## src/rtl/ftg_pkg.sv

```systemverilog
package ftg_pkg;

   // Alignment tracker state: idle, or counting down a delay after a sync edge
   typedef enum logic [0:0] {
      ALIGN_IDLE = 1'b0,
      ALIGN_WAIT = 1'b1
   } align_state_e;

   // Counter width for a modulus, never narrower than one bit
   function automatic int ftg_bits(input int n);
      return (n < 2) ? 1 : $clog2(n);
   endfunction

endpackage

```

## src/rtl/ftg_sync_align.sv

```systemverilog
module ftg_sync_align #(
   parameter int DLY_W     = 12,
   parameter bit USE_DELAY = 1'b1
) (
   input  logic             clk,
   input  logic             rst,
   input  logic             sync_in,
   input  logic [DLY_W-1:0] delay_cfg,
   output logic             sync_edge,
   output logic             force_start
);
   import ftg_pkg::*;

   localparam logic [DLY_W-1:0] DLY_ZERO = '0;
   localparam logic [DLY_W-1:0] DLY_ONE  = DLY_W'(1);

   initial begin : chk_params
      if (DLY_W < 1)  $error("ftg_sync_align: DLY_W must be at least 1");
      if (DLY_W > 24) $error("ftg_sync_align: DLY_W above 24 is not supported");
   end

   logic sync_q;

   always_ff @(posedge clk) begin
      if (rst) sync_q <= 1'b0;
      else     sync_q <= sync_in;
   end

   // The input is synchronous to clk, so it is compared directly
   assign sync_edge = sync_in & ~sync_q;

   generate
      if (USE_DELAY) begin : g_delay
         align_state_e     state_q;
         logic [DLY_W-1:0] remain_q;

         always_ff @(posedge clk) begin
            if (rst) begin
               state_q  <= ALIGN_IDLE;
               remain_q <= DLY_ZERO;
            end else if (sync_edge) begin
               // A fresh edge always restarts the countdown
               if (delay_cfg == DLY_ZERO) begin
                  state_q  <= ALIGN_IDLE;
                  remain_q <= DLY_ZERO;
               end else begin
                  state_q  <= ALIGN_WAIT;
                  remain_q <= delay_cfg;
               end
            end else if (state_q == ALIGN_WAIT) begin
               if (remain_q == DLY_ONE) state_q <= ALIGN_IDLE;
               remain_q <= remain_q - DLY_ONE;
            end
         end

         assign force_start = sync_edge ? (delay_cfg == DLY_ZERO)
                                        : ((state_q == ALIGN_WAIT) && (remain_q == DLY_ONE));
      end else begin : g_direct
         logic unused_cfg;
         assign unused_cfg  = ^delay_cfg;
         assign force_start = sync_edge;
      end
   endgenerate

endmodule

```

## src/rtl/ftg_counter.sv

```systemverilog
module ftg_counter #(
   parameter int ROWS = 9,
   parameter int COLS = 270,
   localparam int RW = ftg_pkg::ftg_bits(ROWS),
   localparam int CW = ftg_pkg::ftg_bits(COLS)
) (
   input  logic          clk,
   input  logic          rst,
   input  logic          force_start,
   output logic [RW-1:0] row,
   output logic [CW-1:0] col
);
   localparam logic [RW-1:0] ROW_LAST = RW'(ROWS - 1);
   localparam logic [CW-1:0] COL_LAST = CW'(COLS - 1);
   localparam logic [RW-1:0] ROW_ONE  = RW'(1);
   localparam logic [CW-1:0] COL_ONE  = CW'(1);

   logic [RW-1:0] row_q, row_d;
   logic [CW-1:0] col_q, col_d;
   logic          col_wrap;

   assign col_wrap = (col_q == COL_LAST);

   always_comb begin
      row_d = row_q;
      col_d = col_q + COL_ONE;
      if (col_wrap) begin
         col_d = '0;
         row_d = (row_q == ROW_LAST) ? '0 : row_q + ROW_ONE;
      end
      if (force_start) begin
         row_d = '0;
         col_d = '0;
      end
   end

   always_ff @(posedge clk) begin
      if (rst) begin
         row_q <= '0;
         col_q <= '0;
      end else begin
         row_q <= row_d;
         col_q <= col_d;
      end
   end

   assign row = row_q;
   assign col = col_q;

endmodule

```

## src/rtl/ftg_decode.sv

```systemverilog
module ftg_decode #(
   parameter int ROWS    = 9,
   parameter int COLS    = 270,
   parameter int OH_COLS = 9,
   localparam int RW = ftg_pkg::ftg_bits(ROWS),
   localparam int CW = ftg_pkg::ftg_bits(COLS)
) (
   input  logic [RW-1:0] row,
   input  logic [CW-1:0] col,
   output logic          sof,
   output logic          payload
);
   assign sof = (row == '0) && (col == '0);

   generate
      if (OH_COLS == 0) begin : g_no_oh
         assign payload = 1'b1;
      end else begin : g_oh
         localparam logic [CW-1:0] OH_END = CW'(OH_COLS);
         assign payload = (col >= OH_END);
      end
   endgenerate

endmodule

```

## src/rtl/frame_timing_gen.sv

```systemverilog
module frame_timing_gen #(
   parameter int ROWS      = 9,
   parameter int COLS      = 270,
   parameter int OH_COLS   = 9,
   parameter int DLY_W     = 12,
   parameter bit USE_DELAY = 1'b1,
   localparam int RW = ftg_pkg::ftg_bits(ROWS),
   localparam int CW = ftg_pkg::ftg_bits(COLS)
) (
   input  logic             clk,
   input  logic             rst,
   input  logic             sync_in,
   input  logic [DLY_W-1:0] sync_delay,
   output logic [RW-1:0]    row,
   output logic [CW-1:0]    col,
   output logic             sof,
   output logic             payload
);
   initial begin : chk_params
      if (ROWS < 2)           $error("frame_timing_gen: ROWS must be at least 2");
      if (COLS < 2)           $error("frame_timing_gen: COLS must be at least 2");
      if (OH_COLS < 0)        $error("frame_timing_gen: OH_COLS must not be negative");
      if (OH_COLS >= COLS)    $error("frame_timing_gen: OH_COLS must leave payload columns");
   end

   logic sync_edge;
   logic force_start;

   ftg_sync_align #(
      .DLY_W     (DLY_W),
      .USE_DELAY (USE_DELAY)
   ) i_align (
      .clk         (clk),
      .rst         (rst),
      .sync_in     (sync_in),
      .delay_cfg   (sync_delay),
      .sync_edge   (sync_edge),
      .force_start (force_start)
   );

   ftg_counter #(
      .ROWS (ROWS),
      .COLS (COLS)
   ) i_counter (
      .clk         (clk),
      .rst         (rst),
      .force_start (force_start),
      .row         (row),
      .col         (col)
   );

   ftg_decode #(
      .ROWS    (ROWS),
      .COLS    (COLS),
      .OH_COLS (OH_COLS)
   ) i_decode (
      .row     (row),
      .col     (col),
      .sof     (sof),
      .payload (payload)
   );

endmodule

```

## config.mk

```make
export PLATFORM = sky130hd
export DESIGN_NAME = frame_timing_gen
export DESIGN_NICKNAME = d
export VERILOG_FILES = /design/src/rtl/ftg_pkg.sv /design/src/rtl/ftg_sync_align.sv /design/src/rtl/ftg_counter.sv /design/src/rtl/ftg_decode.sv /design/src/rtl/frame_timing_gen.sv
export SDC_FILE = /design/constraint.sdc
export NUM_CORES = 1
export LEC_CHECK = 0
export BUFFER_PORTS_ARGS = -buffer_cell sky130_fd_sc_hd__buf_2
export CORE_UTILIZATION = 40
export DETAILED_ROUTE_END_ITERATION = 16
export PLACE_DENSITY_LB_ADDON = 0.12
export SYNTH_ARGS = -nofsm -noshare
export SYNTH_HDL_FRONTEND = slang
export SYNTH_HIERARCHICAL = 1
export SYNTH_SLANG_ARGS = --single-unit
```

## constraint.sdc

```tcl
create_clock -name clk -period 3.6 [get_ports clk]
set_input_delay 0.72 -clock clk [delete_from_list [all_inputs] [get_ports clk]]
set_output_delay 0.72 -clock clk [all_outputs]
set_load 0.02 [all_outputs]
```

==> impl_metrics.env <==
export IMPL_ys_ff_latch=27
export IMPL_place_congestion=0.746
export IMPL_via_count=1435
export IMPL_cts_buffers=3
export IMPL_drtIter0Drc=129
export IMPL_setup_worst_path_class="reg2out"
export IMPL_via_per_inst=5.86
export IMPL_finalPower_mw=0.613
export IMPL_synth_flop_cell="dfxtp_1"
export IMPL_internal_power_mw=0.439
export IMPL_start_util=0.429
export IMPL_antenna_found_initial=0
export IMPL_grt_pass1_vias=1306
export IMPL_timing_final_crit_share=0.648
export IMPL_overflow=0
export IMPL_dr_pass1_iters=4
export IMPL_clock_skew_ps=3.94
export IMPL_synth_cells=175
export IMPL_synthAdderAreaFrac=0.0508
export IMPL_fp_dieW_um=62.8
export IMPL_slew_headroom=0.570
export IMPL_yosysUniqueCellTypes=41
export IMPL_clk_pin_slew_ps=90
export IMPL_power_frac_clock=0.279
export IMPL_synth_most_common_cell="dfxtp_1"
export IMPL_track_usage=0.183
export IMPL_cts_tree="yes"
export IMPL_core_um2=3440
export IMPL_fillers=358
export IMPL_status="finished clean"
export IMPL_crit_path_end_kind="primary output"
export IMPL_syn_cell_area_um2=1480
export IMPL_comb_power_share=0.167
export IMPL_yosysWarningCount=6
export IMPL_grt_pass1_wl_um=5950
export IMPL_p_switching_mw=0.174
export IMPL_wl_um=3370
export IMPL_synth_top_area_cell="dfxtp_1"
export IMPL_drcViolationCount=0
export IMPL_core_rowCount=21
export IMPL_fp_dieH_um=62.8
export IMPL_placed_cells=241
export IMPL_hpwl_um=2470
export IMPL_dieArea_um2=3940
export IMPL_postSynthAreaPerCell_um2=8.44
export IMPL_final_nets=221
export IMPL_peakVddDrop_mv=0.188
export IMPL_finalCriticalPeriod_ps=2330
export IMPL_clock_path_buffers=2
export IMPL_clock_latency_ps=270
export IMPL_ys_seq_area_frac=0.366
export IMPL_yosys_area_top_type_share=0.366
export IMPL_hold_viol_final=0
export IMPL_rsz0062_at_grt="no"
export IMPL_synthXorXnorAreaFrac=0.0297
export IMPL_wl_per_cell_um=13.8
export IMPL_maxCapViolCount=0
export IMPL_tightest_slew_ps=641
export IMPL_arrival_ps=1610
export IMPL_worstPathMaxFanout=7
export IMPL_synth_compound_area_frac=0.200
export IMPL_hp_class="reg2reg"
export IMPL_clock_fmax_mhz=429
export IMPL_yosys_top_cells_count="27 x dfxtp_1, 20 x nor2_1, 10 x a311oi_1"
export IMPL_num_io_pins=30
export IMPL_setup_ws_ps=1270
export IMPL_ant_nets=0
export IMPL_switching_share=0.284
export IMPL_io_buffer_count=29
export IMPL_slew_violations=0
export IMPL_area_growth_syn_to_layout_pct=13.8
export IMPL_cp_data_required_time_ps=2880
export IMPL_placed_area_um2=1640
export IMPL_setup_viol_count_final=0
export IMPL_post_place_ws_ps=1370
export IMPL_utilization=0.488
export IMPL_muxShareOfSynthArea=0
export IMPL_synth_nets=196
export IMPL_synthArstFlopShare=0
export IMPL_powerDensity_nw_per_um2=365
export IMPL_cts_setup_buffers=0
export IMPL_worst_setup_path_start_kind="register"
export IMPL_yosys_area_share_simple=0.296
export IMPL_fin_tns_setup_ps=0
export IMPL_htree_levels=1
export IMPL_ctsHoldBuffers=0
export IMPL_cts_sinks=27
export IMPL_final_area_um2=1680
export IMPL_hold_ws_ps=511
export IMPL_drive_above_1_share=0.201
export IMPL_finalNonFillerCells=245
export IMPL_synth_edf_count=0
export IMPL_seq_power_share=0.554
export IMPL_power_leakage_nw=0.655
export IMPL_n_antenna_cell=0
export IMPL_root_buffer="clkbuf_8"
export IMPL_synth_area_top_cells="dfxtp_1 37%, a311oi_1 5.9%, ha_1 5.1%, nor2_1 5.1%, a21oi_1 3.1%"
export IMPL_grt_start_max_net_pins=18
export IMPL_cts_resized=0
export IMPL_synth_top_family_by_area="simple AND/OR/NAND/NOR gates"
-- registers in the layout (all words and copies together) (netlist names) --
register                  flops
i_align/sync_q                1
i_align/g_delay.remain_q     12
i_counter/row                 4
i_counter/col                 9
i_align/g_delay.state_q       1
-- routing by layer --
layer	up-vias	routed length (µm)	share of wire	global-route usage
li1	717	-	-	-
met1	681	1550	0.46	0.238
met2	33	1700	0.50	0.315
met3	4	95	0.028	0.0219
met4	0	34	0.010	0.0523
met5	-	0	0	0
-- critical path: stages (launching register included) --
cell and delay (ps):
dfxtp_1 380, or4_1 530, nor2_1 130, and3_1 150
buf_2 150
-- worst paths after layout --
path,from,endpoint,slack [ps],cells past startpoint
max reg2reg,i_counter/col[0],i_counter/col[2],1500,4
max,i_counter/col[4],sof,1270,4
min,i_align/g_delay.remain_q[6],i_align/g_delay.remain_q[6],510,2
min reg2reg,i_align/g_delay.remain_q[6],i_align/g_delay.remain_q[6],510,2
-- area by class of cell --
class	instances	area, µm²	share of cell area
Timing Repair Buffer	30	153	0.0908
Inverter	9	33.8	0.0201
Tap cell	46	57.6	0.0343
Multi-Input combinational cell	129	851	0.506
Clock buffer	4	45.0	0.0268
Sequential cell	27	541	0.322
-- cells by family (layout without fill, tap and decap cells) --
group,count (synthesis),after routing
DFF,27,27
and+or+nand+nor,75,75
buffers and inverters,19,43
xor gates and xnor gates,5,5
AOI/OAI and AO/OA,43,43
adders and majority gates,6,6
-- power groups by stage --
| stage | logic, mW | registers (mW) | clock network (mW) |
|---|---|---|---|
| 6_report | 0.102 | 0.340 | 0.171 |
| 5_1_grt | 0.116 | 0.344 | 0.193 |
| 4_1_cts | 0.103 | 0.340 | 0.179 |
| 3_5_place_dp | 0.102 | 0.346 | 0 |
| 3_3_place_gp | 0.100 | 0.346 | 0 |
| 2_1_floorplan | 0.0795 | 0.340 | 0 |
-- cell usage in the layout, fill, tap and decap left out, types with 2 or more instances in the layout --
master | synthesis | final
inv_1 | 9 | 9
o31ai_1 | 6 | 6
a211oi_1 | 2 | 2
a21oi_1 | 9 | 9
nand3_1 | 6 | 6
clkbuf_8 | 0 | 3
o21ai_0 | 9 | 9
nand4_1 | 4 | 4
xnor2_1 | 3 | 3
or3_2 | 2 | 2
xor2_1 | 2 | 2
o41ai_1 | 2 | 2
and3_1 | 2 | 2
nor4b_1 | 2 | 2
or4b_1 | 2 | 2
buf_2 | 1 | 29
nor4_1 | 7 | 7
or2_2 | 3 | 3
nand2_1 | 7 | 7
nor2_1 | 20 | 20
nand4b_1 | 2 | 2
or3_1 | 5 | 5
ha_1 | 6 | 6
dfxtp_1 | 27 | 27
or4_1 | 6 | 6
o211ai_1 | 2 | 2
a311oi_1 | 10 | 10
(Power assumes the default switching activity.)
